--- src/rtl/upd_seq_pkg.sv ---
package upd_seq_pkg;

    // Controller states
    typedef enum logic [1:0] {
        ST_IDLE   = 2'd0,
        ST_WAIT   = 2'd1,
        ST_FINISH = 2'd2
    } seq_state_e;

    // Stage positions in the option word; priority runs from high to low
    localparam int STG_CLK_ON   = 7;
    localparam int STG_PUMP_ON  = 6;
    localparam int STG_TEMP     = 5;
    localparam int STG_TABLE    = 4;
    localparam int STG_INIT     = 3;
    localparam int STG_PATTERN  = 2;
    localparam int STG_PUMP_OFF = 1;
    localparam int STG_CLK_OFF  = 0;

endpackage

--- src/rtl/upd_seq_optreg.sv ---
module upd_seq_optreg #(
    parameter int          WIDTH   = 8,
    parameter logic [WIDTH-1:0] RST_VAL = '0
) (
    input  logic             clk,
    input  logic             rst_n,
    input  logic             wr_en,
    input  logic [WIDTH-1:0] wr_data,
    input  logic             lock,
    output logic [WIDTH-1:0] opt_q
);

    // Writes are refused while a sequence holds the lock
    always_ff @(posedge clk) begin
        if (!rst_n) begin
            opt_q <= RST_VAL;
        end else if (wr_en && !lock) begin
            opt_q <= wr_data;
        end
    end

endmodule

--- src/rtl/upd_seq_prienc.sv ---
module upd_seq_prienc #(
    parameter int WIDTH = 8,
    parameter int IDX_W = (WIDTH > 1) ? $clog2(WIDTH) : 1
) (
    input  logic [WIDTH-1:0] req,
    output logic [IDX_W-1:0] idx,
    output logic [WIDTH-1:0] onehot,
    output logic             any
);

    // Highest set bit wins: later loop iterations override earlier ones
    always_comb begin
        idx = '0;
        for (int i = 0; i < WIDTH; i++) begin
            if (req[i]) begin
                idx = IDX_W'(i);
            end
        end
    end

    always_comb begin
        onehot = '0;
        if (|req) begin
            onehot[idx] = 1'b1;
        end
    end

    assign any = |req;

endmodule

--- src/rtl/upd_seq_fsm.sv ---
module upd_seq_fsm
    import upd_seq_pkg::*;
#(
    parameter int STAGES = 8
) (
    input  logic              clk,
    input  logic              rst_n,
    input  logic              activate,
    input  logic [STAGES-1:0] opt_q,
    input  logic [STAGES-1:0] stage_done,
    output logic [STAGES-1:0] stage_req,
    output logic              busy,
    output logic              seq_done
);

    localparam int IDX_W = (STAGES > 1) ? $clog2(STAGES) : 1;

    seq_state_e        state_q, state_d;
    logic [STAGES-1:0] pending_q, pending_d;
    logic [IDX_W-1:0]  cur_idx;
    logic [STAGES-1:0] cur_onehot;
    logic              cur_any;
    logic              cur_done;

    upd_seq_prienc #(
        .WIDTH (STAGES),
        .IDX_W (IDX_W)
    ) u_pick (
        .req    (pending_q),
        .idx    (cur_idx),
        .onehot (cur_onehot),
        .any    (cur_any)
    );

    assign cur_done = |(stage_done & cur_onehot);

    // Next-state logic
    always_comb begin
        state_d   = state_q;
        pending_d = pending_q;
        unique case (state_q)
            ST_IDLE: begin
                if (activate) begin
                    pending_d = opt_q;
                    state_d   = (|opt_q) ? ST_WAIT : ST_FINISH;
                end
            end
            ST_WAIT: begin
                if (!cur_any) begin
                    state_d = ST_FINISH;
                end else if (cur_done) begin
                    pending_d = pending_q & ~cur_onehot;
                    state_d   = (|pending_d) ? ST_WAIT : ST_FINISH;
                end
            end
            ST_FINISH: begin
                pending_d = '0;
                state_d   = ST_IDLE;
            end
            default: begin
                pending_d = '0;
                state_d   = ST_IDLE;
            end
        endcase
    end

    // State register
    always_ff @(posedge clk) begin
        if (!rst_n) begin
            state_q   <= ST_IDLE;
            pending_q <= '0;
            seq_done  <= 1'b0;
        end else begin
            state_q   <= state_d;
            pending_q <= pending_d;
            seq_done  <= (state_q == ST_FINISH);
        end
    end

    // Outputs
    always_comb begin
        stage_req = '0;
        busy      = (state_q != ST_IDLE);
        if (state_q == ST_WAIT) begin
            stage_req = cur_onehot;
        end
    end

endmodule

--- src/rtl/upd_seq_top.sv ---
module upd_seq_top #(
    parameter int                STAGES  = 8,
    parameter logic [STAGES-1:0] OPT_RST = '0
) (
    input  logic              clk,
    input  logic              rst_n,
    input  logic              opt_wr,
    input  logic [STAGES-1:0] opt_wdata,
    input  logic              activate,
    input  logic [STAGES-1:0] stage_done,
    output logic [STAGES-1:0] stage_req,
    output logic              busy,
    output logic              seq_done
);

    logic [STAGES-1:0] opt_q;

    upd_seq_optreg #(
        .WIDTH   (STAGES),
        .RST_VAL (OPT_RST)
    ) u_opt (
        .clk     (clk),
        .rst_n   (rst_n),
        .wr_en   (opt_wr),
        .wr_data (opt_wdata),
        .lock    (busy),
        .opt_q   (opt_q)
    );

    upd_seq_fsm #(
        .STAGES (STAGES)
    ) u_fsm (
        .clk        (clk),
        .rst_n      (rst_n),
        .activate   (activate),
        .opt_q      (opt_q),
        .stage_done (stage_done),
        .stage_req  (stage_req),
        .busy       (busy),
        .seq_done   (seq_done)
    );

endmodule

--- config.mk ---
export PLATFORM = sky130hd
export DESIGN_NAME = upd_seq_top
export DESIGN_NICKNAME = d
export VERILOG_FILES = /design/src/rtl/upd_seq_pkg.sv /design/src/rtl/upd_seq_optreg.sv /design/src/rtl/upd_seq_prienc.sv /design/src/rtl/upd_seq_fsm.sv /design/src/rtl/upd_seq_top.sv
export SDC_FILE = /design/constraint.sdc
export NUM_CORES = 1
export LEC_CHECK = 0
export BUFFER_PORTS_ARGS = -buffer_cell sky130_fd_sc_hd__buf_2
export CAP_MARGIN = 20
export CELL_PAD_IN_SITES_DETAIL_PLACEMENT = 1
export CELL_PAD_IN_SITES_GLOBAL_PLACEMENT = 2
export CORE_MARGIN = 2
export CORE_UTILIZATION = 29
export CTS_BUF_LIST = sky130_fd_sc_hd__clkbuf_4 sky130_fd_sc_hd__clkbuf_8 sky130_fd_sc_hd__clkbuf_16
export CTS_CLUSTER_DIAMETER = 30
export DETAILED_ROUTE_END_ITERATION = 7
export GPL_TIMING_DRIVEN = 0
export PLACE_DENSITY_LB_ADDON = 0.1
export REMOVE_ABC_BUFFERS = 1
export SETUP_SLACK_MARGIN = 0.05
export SKIP_CTS_REPAIR_TIMING = 1
export SLEW_MARGIN = 20
export SYNTH_ARGS = -nofsm -noshare
export SYNTH_HDL_FRONTEND = slang
export SYNTH_SLANG_ARGS = --single-unit
--- constraint.sdc ---
create_clock -name clk -period 2.5 [get_ports clk]
set_input_delay 0.125 -clock clk [delete_from_list [all_inputs] [get_ports clk]]
set_output_delay 0.125 -clock clk [all_outputs]
set_load 0.05 [all_outputs]
======== After elaboration in Yosys (flattened, before gate mapping) ========
Index checks and enable logic that the tools add are counted.
operators by class
  order comparisons ....................... 2
  eq/ne operators ......................... 6
  muxes and demuxes ....................... 21
  bitwise gates (word level) .............. 3
  reduce and logical (&&, ||, !) cells .... 11
operators by type and width
  kind                                                               number
  two-way mux 8 bit                                                  5
  OR reduction 8 bit                                                 4
  AND 8 bit                                                          2
  one-hot mux 8 bit (2 select lines)                                 1
  two-way mux 3 bit                                                  5
  two-way mux 2 bit                                                  6
  inverter 8 bit                                                     1
  < comparator 3 x 4 -> 1 bit, second input constant                 1
  != test 2 x 1 -> 1 bit, second input constant                      2
  one-hot mux 2 bit (2 select lines)                                 1
  demux 1 bit (select 3 bit)                                         1
  greater-or-equal comparator 3 x 1 -> 1 bit, second input constant  1
  != test 3 bit, second input constant                               1
  AND reduction 3 bit                                                1
  == test 2 x 1 -> 1 bit, second input constant                      1
  == test 2 bit, second input constant                               1
  logical AND 1 bit                                                  2
  logical NOT 2 bit                                                  1
  two-way mux 1 bit                                                  2
  != test 2 bit, second input constant                               1
  AND reduction 2 bit                                                1
  nonzero test 2 bit                                                 1
  logical NOT 1 bit                                                  1
word-level totals
  flip-flop bits (word level) ............. 19
  bits of input ports ..................... 20
  output and inout port bits .............. 10

======== Longest topological paths before layout ========
Gate-level depths: netlist (run 1).
  depth after elaboration ................. 19
  mapped depth ............................ 7
  depth with buffers taken out ............ 5

======== Modules after synthesis ========
Synthesis (run 1) repeated with hierarchy kept, for this count alone.
unflattened totals
  cell total of the unflattened synthesis .. 145
  area total of the unflattened synthesis .. 1199.9 µm²
modules (own cells, without submodules)
  module          times used  cells an instance  area an instance (µm²)
  upd_seq_fsm     1           88                 723.2
  upd_seq_optreg  1           36                 330.3
  upd_seq_prienc  1           21                 146.4

======== Worst setup path before layout (run 1) ========
No wires, ideal clock.
  path type ............................... register -> output
  from .................................... register u_fsm.pending_q[5]
  to ...................................... output stage_req[2]
  arrival time ............................ 2.444 ns
  data required time ...................... 2.375 ns
  path slack .............................. -0.069 ns
  cell stages (with the launch flop) ...... 6
  path through ............................ dfxtp_1 -> buf_6 -> or4_4 -> buf_6 -> nor3b_1 -> nor3b_1
on the way
  cells in the longest elaborated chain, start to end .. 9
  elaborated cells on any way between the ends .. 11
RTL lines
  what                                                                                                             line                  RTL
  start, declared                                                                                                  upd_seq_fsm.sv:19     logic [STAGES-1:0] pending_q, pending_d;
  start signal, assigned                                                                                           upd_seq_fsm.sv:75     pending_q <= pending_d;
  two-way mux 3 bit (3 in a row)                                                                                   upd_seq_prienc.sv:15  if (req[i]) begin
  < comparator 3 x 4 -> 1 bit (implied by the code) or greater-or-equal comparator 3 x 1 -> 1 bit (tied branches)  upd_seq_prienc.sv:24  onehot[idx] = 1'b1;
  logical AND 1 bit (implied by the code)                                                                          upd_seq_prienc.sv:24
  two-way mux 1 bit (implied by the code)                                                                          upd_seq_prienc.sv:24
  demux 1 bit (select 3 bit)                                                                                       upd_seq_prienc.sv:24
  two-way mux 8 bit (*)                                                                                            upd_seq_prienc.sv:23  if (|req) begin
  two-way mux 8 bit (*)                                                                                            upd_seq_fsm.sv:84     if (state_q == ST_WAIT) begin
  end, declared                                                                                                    upd_seq_top.sv:11     output logic [STAGES-1:0] stage_req,
Mark *: on every way between the ends. The rest lies on a longest branch, timed or not.

======== Worst setup path in the final report (run 1) ========
  from .................................... register u_fsm.pending_q[7]
  to ...................................... register u_fsm.pending_q[0]
on the way
  cells in the longest elaborated chain, start to end .. 11
  elaborated cells on any way between the ends .. 18
RTL lines
  what
  parallel branches: the longest is 11 deep, another holds < comparator 3 x 4 -> 1 bit
Parallel ways; which one is timed is not known. The select of a mux whose other input is x is not followed.
A chain may end at the register's enable or synchronous reset.

==> results.md, run 1 <==
- Status: finished, final reports clean
- Synth top cells by count: 37 x nand2_1, 19 x dfxtp_1, 9 x nor2_1, 8 x a21boi_0
- Setup WS pre-CTS: 0.225 ns
- Crit. End Element: flip-flop
- Worst r2r path cells: 5
- # IOs: 30
- Max layer used: met4
- First-pass GRT wire length: 5860 um
- Final period utilization: 0.919
- Yosys Warn Count: 0
- Final Hold Viols: 0
- Final slew viol count: 0
- Final setup TNS: 0 ns
- Min-Delay Endpoint: u_opt.opt_q[2]$_SDFFE_PN0P_
- Hold Crit Class: input port to flip-flop
- Fillers: 513
- Hold Crit Depth: 3
- CTS tree: yes
- Area share of the largest cell type after synthesis: 0.309
- Largest net degree at the start of global routing: 22
- Sequential cell area: 380 um^2
- Main flop type after synthesis: dfxtp_1
- H-tree levels: 1
- DIE AREA: 0.00479 mm^2
- Post-synthesis to final-layout area growth: 16.0%
- Core area: 0.00406 mm^2
- Vias per cell: 5.29
- Wire length on met1: 1590 um
- Count leader, synth: nand2_1
- Drt drc: 0
- Vias post-DR: 1211
- Ys async rst share: 0
- Fin util: 0.352
- Fin nets: 200
- Max_cap viols: 0
- Die X: 69.2 um
- Post-Place Cells: 225
- Hold Path Origin: opt_wdata[2]
- Initial DRC count: 64
- Cell taking the most area after synthesis: dfxtp_1
- Met3 WL: 185 um
- Remaining Overflow, GRT: 0
- Seq/Total Area, Yosys: 0.309
- CP Launch Type: flip-flop
- Critical path peak fanout: 12
- Pwr Total: 1.43 mW
- FF-to-FF Start: u_fsm.pending_q[7]$_SDFFE_PN0P_
- P per Cell Area: 1000 mW/mm^2
- Cell Count, Final, Fillers Out: 229
- Vias in the first global route: 1257
- Cells after synthesis: 157
- Pre-Repair DR Iteration Count: 4
- Hpwl dp: 2710 um
- Root Buffer: clkbuf_8
- Fin Clk Skew: 0.00419 ns
- Worst Setup Slack, final: 0.202 ns
- Crit Path Category: flip-flop to flip-flop
- Rel. slew slack: 0.570
- Fmax: 0.435 GHz
- FP Rows: 23
- Gr usage total: 0.149
- Design area: 0.00143 mm^2
- Detailed Route WL: 3480 um
- R2R Setup Slk: 0.20 ns
- RSZ-0062 raised after global routing: no
- Share of cells above drive strength 1: 0.223
- Final setup vio count: 0
- Mapped Area: 0.00123 mm^2
- Crit path required time: 2.68 ns
- Slew at the pin with the worst max-slew slack: 0.638 ns
- IO Port Bufs: 29
- Die H: 69.2 um
- Worst Path Arrival: 2.48 ns
- Area after DPL: 0.00138 mm^2
- GPL Wtd Cong: 0.806
- Crit path time final: 2.30 ns
- Post-detailed-route wirelength per cell: 15.2 um
- Worst-skew pair later-pin latency: 0.25 ns
- Distinct cell type count after synthesis: 39
- Number of synthesized flops with an enable pin: 0
- Reg clk slew, reported paths: 0.07 ns
- WHS: 0.121 ns
- Post-route ant nets: 0
- Largest cells by area after synthesis: dfxtp_1 31%, nand2_1 11%, mux2i_1 4.9%
- Total CTS buffers: 3
- Number of synthesized register bits: 19
- IR drop worst, VDD: 275 uV
- FF-to-FF End: u_fsm.pending_q[0]$_SDFFE_PN0P_
- # clock sinks: 19
- CTS Buffer Depth: 2
- Initial Util: 0.304
- Multi-input logic area: 778 um^2
- Syn avg cell area: 7.85 um^2
- Leakage power: 0.596 nW
- Antenna diodes: 0
- Initial antenna violation count: 0
- Met2 wire length: 1650 um
[sequential cells by signal, indices dropped and copies added, names as in the netlist]
register and cells:
u_fsm.pending_q 8, u_opt.opt_q 8, u_fsm.state_q 2, u_fsm.seq_done 1
[power by group]
part	total [mW]	internal [mW]	switching, mW
clock network	0.225	0.124	0.101
logic	0.719	0.273	0.445
registers	0.488	0.364	0.124
[layer usage]
metal | vias up | GRT usage
li1 | 611 | -
met1 | 554 | 0.179
met2 | 40 | 0.266
met3 | 6 | 0.0233
met4 | 0 | 0.0566
met5 | - | 0
[area by class of cell]
class / instances / share of cell area
clock buffer: 4 / 0.0341
inverter: 4 / 0.0105
multi-input combinational: 123 / 0.544
sequential: 19 / 0.266
tap: 50 / 0.0437
timing repair buffer: 29 / 0.101
[cells by family after synthesis]
| logic type | share of synthesized area |
|---|---|
| buf+inv | 0.0599 |
| fa+ha+maj | 0.00812 |
| simple gates | 0.309 |
| flops | 0.309 |
| mux | 0.0487 |
| compound gates | 0.266 |
[cell usage in the layout (no fill, tap or decap), drive strengths merged, types with 4 or more instances in the layout]
cell / instances
a21boi: 8
a21oi: 6
and3: 6
buf: 29
clkbuf: 4
dfxtp: 19
inv: 4
mux2i: 6
nand2: 37
nor2: 9
nor4: 4
o21ai: 6
o2bb2ai: 5
[worst max path at each step]
| stage | start | to | slack (ns) | depth (start not counted) |
|---|---|---|---|---|
| after floorplan | u_fsm.pending_q[5]$_SDFFE_PN0P_ | stage_req[2] | 0.02 | 3 |
| after global placement | u_fsm.pending_q[7]$_SDFFE_PN0P_ | u_fsm.pending_q[2]$_SDFFE_PN0P_ | 0.29 | 5 |
| after detailed placement | u_fsm.pending_q[7]$_SDFFE_PN0P_ | u_fsm.pending_q[0]$_SDFFE_PN0P_ | 0.23 | 5 |
| after CTS | u_fsm.pending_q[7]$_SDFFE_PN0P_ | u_fsm.pending_q[0]$_SDFFE_PN0P_ | 0.20 | 5 |
| after global routing | u_fsm.pending_q[5]$_SDFFE_PN0P_ | u_fsm.pending_q[1]$_SDFFE_PN0P_ | 0.07 | 5 |
| final | u_fsm.pending_q[7]$_SDFFE_PN0P_ | u_fsm.pending_q[0]$_SDFFE_PN0P_ | 0.20 | 5 |
[worst max-delay path, cell delays in order (launching register included)]
cell      delay, ns
dfxtp_1        0.58
or4_4          0.26
nor3b_1        0.08
a2111o_1       0.52
o32ai_4        0.54
mux2i_1        0.24
Power figures use the tool's default switching activity.
==> run 2, diff against run 1 <==
Settings changed: REMOVE_ABC_BUFFERS 1 to unset.
==> results.md, run 2 (same netlist as run 1, synthesis figures left out) <==
- Status: finished, final reports clean
- Largest net degree at the start of global routing: 12 (-45%)
- Final setup TNS: 0 ns (unchanged)
- Critical path cell sequence: buf_2, nor4_1, nand4_1, a21oi_1, o31ai_1, a32o_1
- Core area: 0.00406 mm^2 (unchanged)
- FF-to-FF End: u_fsm.pending_q[6]$_SDFFE_PN0P_
- Share of cells above drive strength 1: 0.237 (+0.0134)
- Worst r2r path cells: 6 (+1)
- Max_cap viols: 0 (unchanged)
- Cell Count, Final, Fillers Out: 240 (+4.8%)
- Root Buffer: clkbuf_8
- Bufs and invs on worst path: 1 (+1)
- Min-Delay Endpoint: u_opt.opt_q[4]$_SDFFE_PN0P_
- Post-Place Cells: 236 (+4.9%)
- IR drop worst, VDD: 295 uV (+7.0%)
- Initial DRC count: 43 (-33%)
- Post-synthesis to final-layout area growth: 21.0%
- Remaining Overflow, GRT: 0 (unchanged)
- Design area: 0.00149 mm^2 (+4.3%)
- Area after DPL: 0.00145 mm^2 (+4.6%)
- DIE AREA: 0.00479 mm^2 (unchanged)
- Worst-skew pair later-pin latency: 0.26 ns (about the same)
- Slowest stage cell, crit path: nor4_1
- Die X: 69.2 um (unchanged)
- Critical path peak fanout: 10 (-2)
- Final slew viol count: 0 (unchanged)
- Initial Util: 0.304 (unchanged)
- Post-detailed-route wirelength per cell: 15.8 um (+3.7%)
- Commonest non-fill, non-tap cell in the layout: nand2_1
- Slew at the pin with the worst max-slew slack: 0.708 ns (+0.0699 ns)
- Final Hold Viols: 0 (unchanged)
- Hold Crit Class: input port to flip-flop
- Crit Path Category: flip-flop to flip-flop
- Worst Path Arrival: 2.46 ns (-0.02 ns)
- Fmax: 0.434 GHz (-0.16%)
- Hold Crit Depth: 3 (unchanged)
- Hpwl dp: 2940 um (+8.7%)
- Vias post-DR: 1237 (+2.1%)
- Reg clk slew, reported paths: 0.08 ns (about the same)
- Total CTS buffers: 3 (unchanged)
- H-tree levels: 1 (unchanged)
- Gr usage total: 0.165 (+0.0159)
- Detailed Route WL: 3780 um (+8.7%)
- Drt drc: 0 (unchanged)
- Crit path required time: 2.65 ns (-0.03 ns)
- Highest-count cells in the layout ignoring fill and taps: 37 x nand2_1, 31 x buf_2, 19 x dfxtp_1
- Fin util: 0.368 (+0.0151)
- FF-to-FF Start: u_fsm.pending_q[6]$_SDFFE_PN0P_
- Pre-Repair DR Iteration Count: 4 (unchanged)
- CTS Buffer Depth: 2 (unchanged)
- First-pass GRT wire length: 6510 um (+11%)
- P per Cell Area: 996 mW/mm^2 (-0.51%)
- Leakage power: 0.628 nW (+5.3%)
- Hold Path Origin: opt_wdata[4]
- Initial antenna violation count: 0 (unchanged)
- # clock sinks: 19 (unchanged)
- RSZ-0062 raised after global routing: no
- Post-Synthesis Net Count: 177
- GPL Wtd Cong: 0.798 (-1.0%)
- R2R Setup Slk: 0.20 ns (about the same)
- Pwr Total: 1.49 mW (+3.8%)
- Post-route ant nets: 0 (unchanged)
- Fin Clk Skew: 0.00525 ns (+0.00106 ns)
- Top flop regs: u_fsm.pending_q: 8 flops, u_opt.opt_q: 8 flops, u_fsm.state_q: 2 flops
- FP Rows: 23 (unchanged)
- Final setup vio count: 0 (unchanged)
- Final period utilization: 0.921 (+0.00144)
- CTS tree: yes
- Rel. slew slack: 0.523 (-0.0470)
- Vias in the first global route: 1331 (+5.9%)
- Antenna diodes: 0 (unchanged)
- Die H: 69.2 um (unchanged)
- Crit. End Element: flip-flop
- # IOs: 30 (unchanged)
- Crit path time final: 2.30 ns (+0.00361 ns)
- IO Port Bufs: 29 (unchanged)
- Crit-path max cell delay: 0.61 ns (+0.03 ns)
- CP Launch Type: flip-flop
- Fin nets: 211 (+5.5%)
- CP delay by family, top: compound AO/OA/AOI/OAI gates
- Vias per cell: 5.15 (-2.5%)
run 2: worst register-to-register path, stage by stage, from the launching register on:
cell     delay, ns
dfxtp_1       0.30
buf_2         0.18
nor4_1        0.62
nand4_1       0.19
a21oi_1       0.44
o31ai_1       0.19
a32o_1        0.29
run 2: how the worst max path moves through the flow:
stage | slack (ns) | end | from | cells after the start
2_1_floorplan | 0.42 | stage_req[2] | u_fsm.pending_q[5]$_SDFFE_PN0P_ | 5
3_3_place_gp | 0.31 | u_fsm.pending_q[5]$_SDFFE_PN0P_ | u_fsm.pending_q[6]$_SDFFE_PN0P_ | 7
3_5_place_dp | 0.24 | u_fsm.pending_q[6]$_SDFFE_PN0P_ | u_fsm.pending_q[6]$_SDFFE_PN0P_ | 6
4_1_cts | 0.20 | u_fsm.pending_q[7]$_SDFFE_PN0P_ | u_fsm.pending_q[6]$_SDFFE_PN0P_ | 7
6_report | 0.20 | u_fsm.pending_q[6]$_SDFFE_PN0P_ | u_fsm.pending_q[6]$_SDFFE_PN0P_ | 6
5_1_grt | 0.06 | u_fsm.pending_q[6]$_SDFFE_PN0P_ | u_fsm.pending_q[6]$_SDFFE_PN0P_ | 6
run 2: area by class of cell:
| cell class | instances | area (um^2) |
|---|---|---|
| Fill cell | 517 | 2570 |
| Multi-Input combinational cell | 123 | 783 |
| Sequential cell | 19 | 380 |
| Timing Repair Buffer | 29 | 145 |
| Tap cell | 50 | 62.6 |
| Buffer | 11 | 58.8 |
| Clock buffer | 3 | 41.3 |
| Inverter | 4 | 15.0 |
| Clock inverter | 1 | 5.00 |
run 2: where the power goes:
group          switching, mW  total [mW]  internal, mW
Combinational          0.548       0.852         0.304
Clock                  0.111       0.222         0.111
Sequential            0.0478       0.412         0.364
Total                  0.707        1.49         0.779
run 2: metal layers:
layer	up-vias	routed length, um	share of wire	GRT usage
met1	573	1650	0.44	0.202
met3	4	163	0.043	0.0349
met2	30	1940	0.51	0.294
met4	0	31	0.0082	0.0414
met5	-	0	0	0
li1	630	-	-	-
run 2: metrics by stage:
stage	hold slack, ns	setup WS, ns
after floorplan	0.270	0.425
after global placement	0.377	0.310
after detailed placement	0.387	0.239
after CTS	0.111	0.204
after global routing	0.113	0.0605
final	0.111	0.198
